<file path="src/rtl/lfs_pkg.sv">
package lfs_pkg;
  localparam int BEAT_W = 64;
  localparam int BURST  = 8;
  localparam int LINE_W = BEAT_W * BURST;

  typedef enum logic [2:0] {
    C_NOP = 3'd0,
    C_ACT = 3'd1,
    C_RD  = 3'd2,
    C_WR  = 3'd3,
    C_PRE = 3'd4
  } cmd_e;

  typedef enum logic [2:0] {
    B_IDLE,
    B_ACT,
    B_OPEN,
    B_ACC,
    B_CLOSE
  } bst_e;
endpackage

</file>
<file path="src/rtl/lfs_bank.sv">
module lfs_bank
  import lfs_pkg::*;
#(
  parameter int ROW_W  = 14,
  parameter int LCOL_W = 7,
  parameter int TAG_W  = 4,
  parameter int T_RCD  = 3,
  parameter int PRE_RD = 14,
  parameter int PRE_WR = 15,
  parameter int T_RP   = 3,
  parameter int CNT_W  = 4
) (
  input  logic              clk,
  input  logic              rst,
  input  logic              load,
  input  logic              ld_wr,
  input  logic [ROW_W-1:0]  ld_row,
  input  logic [LCOL_W-1:0] ld_lcol,
  input  logic [TAG_W-1:0]  ld_tag,
  input  logic              col_ok,
  input  logic              grant,
  output logic              idle,
  output logic              want,
  output logic [2:0]        want_cmd,
  output logic [ROW_W-1:0]  row,
  output logic [LCOL_W-1:0] lcol,
  output logic [TAG_W-1:0]  tag
);
  bst_e             st;
  logic [CNT_W-1:0] cnt;
  logic             wr_q;

  assign idle = (st == B_IDLE);

  always_comb begin
    want     = 1'b0;
    want_cmd = C_NOP;
    unique case (st)
      B_ACT:  begin want = 1'b1; want_cmd = C_ACT; end
      B_OPEN: begin want = (cnt == '0) && col_ok; want_cmd = wr_q ? C_WR : C_RD; end
      B_ACC:  begin want = (cnt == '0); want_cmd = C_PRE; end
      default: ;
    endcase
  end

  always_ff @(posedge clk) begin
    if (rst) begin
      st  <= B_IDLE;
      cnt <= '0;
    end else begin
      if (cnt != '0) cnt <= cnt - 1'b1;
      unique case (st)
        B_IDLE:  if (load) st <= B_ACT;
        B_ACT:   if (grant) begin st <= B_OPEN; cnt <= CNT_W'(T_RCD - 1); end
        B_OPEN:  if (grant) begin
                   st  <= B_ACC;
                   cnt <= wr_q ? CNT_W'(PRE_WR - 1) : CNT_W'(PRE_RD - 1);
                 end
        B_ACC:   if (grant) begin st <= B_CLOSE; cnt <= CNT_W'(T_RP - 1); end
        B_CLOSE: if (cnt == '0) st <= B_IDLE;
        default: st <= B_IDLE;
      endcase
    end
  end

  always_ff @(posedge clk) begin
    if (load && idle) begin
      wr_q <= ld_wr;
      row  <= ld_row;
      lcol <= ld_lcol;
      tag  <= ld_tag;
    end
  end

  // checker: cycles since this bank's ACT was granted
  logic [CNT_W-1:0] since_act;
  always_ff @(posedge clk) begin
    if (rst) since_act <= '1;
    else if (grant && st == B_ACT) since_act <= '0;
    else if (since_act != '1) since_act <= since_act + 1'b1;
  end

  p_grant_wanted_r2: assert property (@(posedge clk) disable iff (rst)
    grant |-> want);
  p_act_to_col_r3: assert property (@(posedge clk) disable iff (rst)
    (grant && st == B_OPEN) |-> (since_act >= CNT_W'(T_RCD - 1)));
  p_busy_after_load_r7: assert property (@(posedge clk) disable iff (rst)
    (load && idle) |=> !idle);
endmodule

</file>
<file path="src/rtl/lfs_rr_arb.sv">
module lfs_rr_arb #(
  parameter int N     = 8,
  parameter int IDX_W = $clog2(N)
) (
  input  logic             clk,
  input  logic             rst,
  input  logic [N-1:0]     req,
  output logic [N-1:0]     gnt,
  output logic [IDX_W-1:0] gnt_idx,
  output logic             any
);
  logic [IDX_W-1:0] ptr;

  always_comb begin
    any     = 1'b0;
    gnt_idx = '0;
    for (int k = 0; k < N; k++) begin
      if (!any && req[(int'(ptr) + k) % N]) begin
        any     = 1'b1;
        gnt_idx = IDX_W'((int'(ptr) + k) % N);
      end
    end
    gnt = any ? (N'(1) << gnt_idx) : '0;
  end

  always_ff @(posedge clk) begin
    if (rst) ptr <= '0;
    else if (any) ptr <= (gnt_idx == IDX_W'(N - 1)) ? '0 : gnt_idx + 1'b1;
  end

  p_grant_live_r4: assert property (@(posedge clk) disable iff (rst)
    (req != '0) |-> any);
endmodule

</file>
<file path="src/rtl/lfs_burst.sv">
module lfs_burst
  import lfs_pkg::*;
#(
  parameter int TAG_W = 4,
  parameter int T_CL  = 4
) (
  input  logic              clk,
  input  logic              rst,
  input  logic              fire,
  input  logic              fire_wr,
  input  logic [TAG_W-1:0]  fire_tag,
  input  logic [LINE_W-1:0] wline,
  input  logic [BEAT_W-1:0] dq_in,
  output logic              busy,
  output logic [BEAT_W-1:0] dq_out,
  output logic              dq_oe,
  output logic              rd_valid,
  output logic [TAG_W-1:0]  rd_tag,
  output logic [LINE_W-1:0] rd_line
);
  localparam int LAST = T_CL + BURST - 1;
  localparam int PH_W = $clog2(LAST + 2);

  logic [PH_W-1:0]   ph;
  logic              wr_q;
  logic [2:0]        wbeat, rbeat;
  logic              w_win, r_win;
  logic [BEAT_W-1:0] rmem [BURST];

  assign wbeat = 3'(ph - PH_W'(T_CL - 1));
  assign rbeat = 3'(ph - PH_W'(T_CL));
  assign w_win = busy && wr_q && (ph >= PH_W'(T_CL - 1)) && (ph < PH_W'(LAST));
  assign r_win = busy && !wr_q && (ph >= PH_W'(T_CL)) && (ph <= PH_W'(LAST));

  always_ff @(posedge clk) begin
    if (rst) begin
      busy     <= 1'b0;
      ph       <= '0;
      wr_q     <= 1'b0;
      rd_tag   <= '0;
      dq_oe    <= 1'b0;
      dq_out   <= '0;
      rd_valid <= 1'b0;
    end else begin
      rd_valid <= 1'b0;
      dq_oe    <= w_win;
      if (w_win) dq_out <= wline[{wbeat, 6'b0} +: BEAT_W];
      if (fire) begin
        busy   <= 1'b1;
        ph     <= '0;
        wr_q   <= fire_wr;
        rd_tag <= fire_tag;
      end else if (busy) begin
        ph <= ph + 1'b1;
        if (ph == PH_W'(LAST)) begin
          busy     <= 1'b0;
          rd_valid <= !wr_q;
        end
      end
    end
  end

  always_ff @(posedge clk) begin
    if (r_win) rmem[rbeat] <= dq_in;
  end

  for (genvar g = 0; g < BURST; g++) begin : g_line
    assign rd_line[g*BEAT_W +: BEAT_W] = rmem[g];
  end

  p_one_burst_r8: assert property (@(posedge clk) disable iff (rst)
    fire |-> !busy);
  p_rd_pulse_r5: assert property (@(posedge clk) disable iff (rst)
    rd_valid |=> !rd_valid);
  p_oe_in_burst_r6: assert property (@(posedge clk) disable iff (rst)
    dq_oe |-> $past(busy));
endmodule

</file>
<file path="src/rtl/line_fill_seq.sv">
module line_fill_seq
  import lfs_pkg::*;
#(
  parameter int NBANK = 8,
  parameter int ROW_W = 14,
  parameter int COL_W = 10,
  parameter int TAG_W = 4,
  parameter int T_RCD = 3,
  parameter int T_CL  = 4,
  parameter int T_RTP = 2,
  parameter int T_WR  = 3,
  parameter int T_RP  = 3,
  localparam int BANK_W = $clog2(NBANK),
  localparam int LCOL_W = COL_W - $clog2(BURST),
  localparam int ADDR_W = ROW_W + BANK_W + LCOL_W
) (
  input  logic              clk,
  input  logic              rst,
  input  logic              req_valid,
  output logic              req_ready,
  input  logic              req_write,
  input  logic [ADDR_W-1:0] req_addr,
  input  logic [TAG_W-1:0]  req_tag,
  input  logic [LINE_W-1:0] req_wdata,
  output logic              rd_valid,
  output logic [TAG_W-1:0]  rd_tag,
  output logic [LINE_W-1:0] rd_line,
  output logic              cmd_cs_n,
  output logic [2:0]        cmd_code,
  output logic [BANK_W-1:0] cmd_bank,
  output logic [ROW_W-1:0]  cmd_row,
  output logic [COL_W-1:0]  cmd_col,
  output logic [BEAT_W-1:0] dq_out,
  output logic              dq_oe,
  input  logic [BEAT_W-1:0] dq_in
);
  localparam int PRE_RD  = T_CL + BURST + T_RTP;
  localparam int PRE_WR  = T_CL + BURST + T_WR;
  localparam int MAX_GAP = (PRE_RD > PRE_WR) ? PRE_RD : PRE_WR;
  localparam int CNT_W   = $clog2(MAX_GAP + 1);

  logic [ROW_W-1:0]  a_row;
  logic [BANK_W-1:0] a_bank;
  logic [LCOL_W-1:0] a_lcol;
  logic              accept;

  assign a_lcol = req_addr[LCOL_W-1:0];
  assign a_bank = req_addr[LCOL_W +: BANK_W];
  assign a_row  = req_addr[ADDR_W-1 -: ROW_W];

  logic [NBANK-1:0]  b_idle, b_want, b_gnt;
  logic [2:0]        b_cmd  [NBANK];
  logic [ROW_W-1:0]  b_row  [NBANK];
  logic [LCOL_W-1:0] b_lcol [NBANK];
  logic [TAG_W-1:0]  b_tag  [NBANK];
  logic              eng_busy;

  assign req_ready = b_idle[a_bank];
  assign accept    = req_valid && req_ready;

  for (genvar g = 0; g < NBANK; g++) begin : g_bank
    lfs_bank #(
      .ROW_W(ROW_W), .LCOL_W(LCOL_W), .TAG_W(TAG_W), .T_RCD(T_RCD),
      .PRE_RD(PRE_RD), .PRE_WR(PRE_WR), .T_RP(T_RP), .CNT_W(CNT_W)
    ) u_bank (
      .clk(clk), .rst(rst),
      .load(accept && (a_bank == BANK_W'(g))),
      .ld_wr(req_write), .ld_row(a_row), .ld_lcol(a_lcol), .ld_tag(req_tag),
      .col_ok(!eng_busy), .grant(b_gnt[g]),
      .idle(b_idle[g]), .want(b_want[g]), .want_cmd(b_cmd[g]),
      .row(b_row[g]), .lcol(b_lcol[g]), .tag(b_tag[g])
    );
  end

  logic [BANK_W-1:0] gnt_idx;
  logic              gnt_any;

  lfs_rr_arb #(.N(NBANK), .IDX_W(BANK_W)) u_arb (
    .clk(clk), .rst(rst), .req(b_want), .gnt(b_gnt), .gnt_idx(gnt_idx), .any(gnt_any)
  );

  cmd_e g_cmd;
  logic col_fire;
  assign g_cmd    = cmd_e'(b_cmd[gnt_idx]);
  assign col_fire = gnt_any && (g_cmd == C_RD || g_cmd == C_WR);

  // per-bank write line store: one write port, one registered read port
  logic [LINE_W-1:0] wbuf [NBANK];
  logic [LINE_W-1:0] wsel_q;

  always_ff @(posedge clk) begin
    if (accept && req_write) wbuf[a_bank] <= req_wdata;
  end

  always_ff @(posedge clk) begin
    if (col_fire) wsel_q <= wbuf[gnt_idx];
  end

  always_ff @(posedge clk) begin
    if (rst) begin
      cmd_cs_n <= 1'b1;
      cmd_code <= C_NOP;
      cmd_bank <= '0;
      cmd_row  <= '0;
      cmd_col  <= '0;
    end else if (gnt_any) begin
      cmd_cs_n <= 1'b0;
      cmd_code <= g_cmd;
      cmd_bank <= gnt_idx;
      cmd_row  <= b_row[gnt_idx];
      cmd_col  <= {b_lcol[gnt_idx], {(COL_W - LCOL_W){1'b0}}};
    end else begin
      cmd_cs_n <= 1'b1;
      cmd_code <= C_NOP;
    end
  end

  lfs_burst #(.TAG_W(TAG_W), .T_CL(T_CL)) u_burst (
    .clk(clk), .rst(rst),
    .fire(col_fire), .fire_wr(g_cmd == C_WR), .fire_tag(b_tag[gnt_idx]),
    .wline(wsel_q), .dq_in(dq_in),
    .busy(eng_busy), .dq_out(dq_out), .dq_oe(dq_oe),
    .rd_valid(rd_valid), .rd_tag(rd_tag), .rd_line(rd_line)
  );

  p_select_with_cmd_r4: assert property (@(posedge clk) disable iff (rst)
    (!cmd_cs_n) |-> (cmd_code != C_NOP));
  p_nop_deselect_r4: assert property (@(posedge clk) disable iff (rst)
    (cmd_cs_n) |-> (cmd_code == C_NOP));
  p_col_when_free_r8: assert property (@(posedge clk) disable iff (rst)
    col_fire |-> !eng_busy);
endmodule

</file>
<file path="config.mk">
export PLATFORM = sky130hd
export DESIGN_NAME = line_fill_seq
export DESIGN_NICKNAME = d
export VERILOG_FILES = /design/src/rtl/lfs_pkg.sv /design/src/rtl/lfs_bank.sv /design/src/rtl/lfs_rr_arb.sv /design/src/rtl/lfs_burst.sv /design/src/rtl/line_fill_seq.sv
export SDC_FILE = /design/constraint.sdc
export NUM_CORES = 2
export LEC_CHECK = 0
export BUFFER_PORTS_ARGS = -buffer_cell sky130_fd_sc_hd__buf_2
export CORE_MARGIN = 2
export CORE_UTILIZATION = 55
export DETAILED_ROUTE_END_ITERATION = 8
export GPL_TIMING_DRIVEN = 0
export PLACE_DENSITY_LB_ADDON = 0.25
export REMOVE_ABC_BUFFERS = 1
export SETUP_SLACK_MARGIN = 0.02
export SLEW_MARGIN = 20
export SYNTH_ARGS = -nofsm -noshare
export SYNTH_HDL_FRONTEND = slang
export SYNTH_MEMORY_MAX_BITS = 65536
export SYNTH_SLANG_ARGS = --single-unit
</file>
<file path="constraint.sdc">
create_clock -name clk -period 21.4 [get_ports clk]
set_clock_uncertainty 0.2 [all_clocks]
set_input_delay 4.28 -clock clk [delete_from_list [all_inputs] [get_ports clk]]
set_output_delay 4.28 -clock clk [all_outputs]
set_load 0.02 [all_outputs]
</file>
==> out/qor.json <==
{
  "outcome": {"value": "finished clean"},
  "yosys.cell_count.top_type": {"value": "sky130_fd_sc_hd__edfxtp_1"},
  "critical_path_buf_inv_count": {"value": 2},
  "drt_first_iter_violations": {"value": 14500},
  "top_level_ports": {"value": 1222},
  "clock_latency": {"value": 1.06, "unit": "ns"},
  "syn-mean-instance-area": {"value": 15.2, "unit": "µm²"},
  "max_cap_violations": {"value": 0},
  "fin_hold_ws": {"value": 0.263, "unit": "ns"},
  "yosys.area_share.adder": {"value": 0.00100},
  "power.share.clock": {"value": 0.261},
  "relSlewSlack": {"value": 0.165},
  "yosysWarnings": {"value": 0},
  "setup-tns-final": {"value": 0, "unit": "ns"},
  "floorplan.die.width": {"value": 625, "unit": "µm"},
  "synth.yosys.seq_area_share": {"value": 0.769},
  "switching_power": {"value": 12.7, "unit": "mW"},
  "power_switching_share": {"value": 0.350},
  "initial_core_util": {"value": 0.551},
  "period_share": {"value": 0.489},
  "finalCriticalPeriod": {"value": 10.46, "unit": "ns"},
  "worstSetupPathType": {"value": "in2out"},
  "cts_max_path_buffers": {"value": 4},
  "critical_path.slowest_cell": {"value": "sky130_fd_sc_hd__or4_1"},
  "placer_congestion_estimate": {"value": 0.802},
  "syn-cell-area": {"value": 212000, "unit": "µm²"},
  "buffers_added_on_ports": {"value": 1218},
  "dominant_combinational_cell_family_by_area_after_synthesis": {"value": "compound AO/OA/AOI/OAI gates"},
  "power_density": {"value": 147, "unit": "nW/µm²"},
  "synthesis.instances": {"value": 14000},
  "post_route_cells_drive_above_1_share": {"value": 0.181},
  "intPower": {"value": 23.5, "unit": "mW"},
  "count_of_nets_after_finishing": {"value": 15600},
  "crit_path_end_kind": {"value": "output pin"},
  "core_footprint": {"value": 385000, "unit": "µm²"},
  "synth_area_leader_cell": {"value": "sky130_fd_sc_hd__edfxtp_1"},
  "flow.area_growth_from_synthesis": {"value": 16.3, "unit": "%"},
  "grt-ovfl-total": {"value": 0},
  "post_cts.resized_instances": {"value": 0},
  "cp_common_cell": {"value": "sky130_fd_sc_hd__buf_2"},
  "vdd_drop_max": {"value": 0.266, "unit": "mV"},
  "detailed_place_hpwl": {"value": 339000, "unit": "µm"},
  "grt_util_all_layers": {"value": 0.284},
  "drt_pass1_iterations": {"value": 7},
  "postSynthRegisterBits": {"value": 5491},
  "wl": {"value": 571000, "unit": "µm"},
  "worst-endpoint-arrival": {"value": 5.98, "unit": "ns"},
  "core.rowCount": {"value": 228},
  "timing.critical_path.required": {"value": 16.92, "unit": "ns"},
  "cts_hold_buffers": {"value": 0},
  "cp_launch_type": {"value": "input pin"},
  "grt_max_degree": {"value": 187},
  "synthesized_area_fraction_occupied_by_and_or_nand_nor_cells": {"value": 0.0905},
  "cts_buffers": {"value": 555},
  "mux_share_of_post_synthesis_cell_area": {"value": 0.0204},
  "average_wire_per_cell_in_the_routed_design": {"value": 27.6, "unit": "µm"},
  "async_flop_share": {"value": 0},
  "detailroute.via_count": {"value": 129000},
  "drv_slew": {"value": 0},
  "power_frac_comb": {"value": 0.366},
  "die_area": {"value": 391000, "unit": "µm²"},
  "multiInputGateArea": {"value": 44500, "unit": "µm²"},
  "postCtsSetupRepairBufs": {"value": 0},
  "yosysUniqueCellTypes": {"value": 99},
  "fillers": {"value": 26400},
  "htree_num_levels": {"value": 6},
  "cp_delay_by_family_top": {"value": "simple AND/OR/NAND/NOR gates"},
  "rsz0062_at_grt": {"value": "false"},
  "wire_length_of_the_first_global_routing_pass": {"value": 822000, "unit": "µm"},
  "cts_sink_cnt": {"value": 5491},
  "ys_top_cells_by_area": {"value": "sky130_fd_sc_hd__edfxtp_1 75%, sky130_fd_sc_hd__nand2_1 5.7%, sky130_fd_sc_hd__nand3_1 2.5%"},
  "worstPathCellList": {"value": "buf_2 -> or4_1 -> and3_1 -> o21ai_0 -> o31a_1 -> buf_2"},
  "synth_compound_area_frac": {"value": 0.0958},
  "floorplan.die.height": {"value": 625, "unit": "µm"},
  "hold_path_class": {"value": "reg2reg"},
  "hold_viol_final": {"value": 0},
  "leak_pwr": {"value": 82.1, "unit": "nW"},
  "path_clk_slew": {"value": 0.06, "unit": "ns"},
  "antenna_found_initial": {"value": 315},
  "vias_per_instance": {"value": 6.23},
  "netlist.area_leader.share": {"value": 0.754},
  "vias_in_the_first_global_route": {"value": 123000},
  "clockRootBuffer": {"value": "sky130_fd_sc_hd__clkbuf_16"},
  "postSynth.topFlopCell": {"value": "sky130_fd_sc_hd__edfxtp_1"},
  "worst_path_largest_cell_delay": {"value": 0.45, "unit": "ns"},
  "count_of_flip_flops_with_a_built_in_enable_after_synthesis": {"value": 5328},
  "route.antenna.remaining_nets": {"value": 0},
  "xor_xnor_cell_area_share_of_the_yosys_netlist": {"value": 0.000949},
  "critPathMaxFanout": {"value": 11},
  "power.sequential.fraction": {"value": 0.373},
  "worstMarginPinSlew": {"value": 1.25, "unit": "ns"},
  "drcViolationCount": {"value": 0},
  "layout.area.seq": {"value": 163000, "unit": "µm²"},
  "cts_tree": {"value": "done"},
  "ys_top_cells_by_count": {"value": "5328 x sky130_fd_sc_hd__edfxtp_1, 3203 x sky130_fd_sc_hd__nand2_1, 1068 x sky130_fd_sc_hd__nand3_1, 701 x sky130_fd_sc_hd__clkbuf_1, 630 x sky130_fd_sc_hd__a211oi_1"},
  "setup-violations-final": {"value": 0},
  "max_clock_freq": {"value": 0.0956, "unit": "GHz"}
}
cells in the final DEF, fill, tap and decap left out, drive strengths merged, types with 37 or more instances in the layout:
| master | instances |
|---|---|
| mux4 | 139 |
| nand2 | 3204 |
| buf | 1559 |
| a311oi | 514 |
| a211oi | 630 |
| clkbuf | 735 |
| clkinv | 193 |
| dfxtp | 163 |
| diode | 176 |
| bufinv | 37 |
| mux2i | 105 |
| nor2 | 142 |
| edfxtp | 5328 |
| o31a | 555 |
| a31o | 512 |
| inv | 71 |
| nor3 | 46 |
| a21oi | 59 |
| nand3 | 1068 |
state kept, by name, summed over array words and instances, names as in the netlist, 3 cells and up:
name	flops
cmd_code	3
g_bank.u_bank.lcol	56
cmd_row	14
u_burst.rmem	512
u_arb.ptr	3
g_bank.u_bank.tag	32
g_bank.u_bank.cnt	32
cmd_bank	3
cmd_col	7
wsel_q	512
u_burst.dq_out	64
g_bank.u_bank.wr_q	8
u_burst.ph	4
u_burst.rd_tag	4
g_bank.u_bank.row	112
wbuf	4096
g_bank.u_bank.st	24
cells by family (layout without fill, tap and decap cells):
logic type | Yosys count | in the layout
AND/OR/NAND/NOR | 4607 | 4607
AO/OA/AOI/OAI | 2442 | 2442
flip-flops | 5491 | 5491
XOR/XNOR | 23 | 23
buffers and inverters | 1121 | 2606
multiplexers | 256 | 256
adder cells (fa/ha/maj) | 17 | 17
other | 1 | 179
per-layer routing:
metal | up-vias | track usage | share of wire
met4 | 138 | 0.153 | 0.055
met1 | 64800 | 0.363 | 0.38
met3 | 1333 | 0.0531 | 0.083
met2 | 6128 | 0.462 | 0.48
li1 | 56500 | - | -
met5 | - | 0 | 0.0016
through the flow:
step	cells	power, mW	utilization	instance area [µm²]	worst slack, ns
2_1_floorplan	12900	26.0	-	208000	-109.07
3_3_place_gp	19200	28.2	0.572	220000	-333.31
3_5_place_dp	19500	26.9	0.594	229000	10.97
4_1_cts	20500	36.4	0.640	246000	10.97
5_1_grt	20600	37.9	0.641	247000	10.67
6_report	20700	36.2	0.641	247000	10.94
area by class of cell:
| class | count | area share |
|---|---|---|
| antenna | 176 | 0.00178 |
| clock buffer | 735 | 0.0610 |
| clock inverter | 264 | 0.0107 |
| inverter | 48 | 0.000913 |
| multi-input combinational | 7348 | 0.180 |
| sequential | 5491 | 0.662 |
| tap | 5060 | 0.0257 |
| timing repair buffer | 1559 | 0.0582 |
path summary, 6_finish.rpt:
kind                start     endpoint  slack [ns]  cells past startpoint
min            cmd_row[9]   cmd_row[9]        0.26                      1
min reg2reg    cmd_row[9]   cmd_row[9]        0.26                      1
max reg2reg  u_arb.ptr[0]  wsel_q[388]       11.45                     21
max           req_addr[7]    req_ready       10.94                      6
power groups by stage:
| stage | registers [mW] | clock network [mW] | logic, mW |
|---|---|---|---|
| finish | 13.5 | 9.45 | 13.3 |
| CTS | 13.5 | 9.55 | 13.3 |
| global placement | 14.3 | 0 | 14.0 |
| detailed placement | 13.7 | 0 | 13.2 |
| global route | 13.6 | 9.97 | 14.4 |
| floorplan | 14.2 | 0 | 11.8 |
Power figures use the tool's default switching activity.
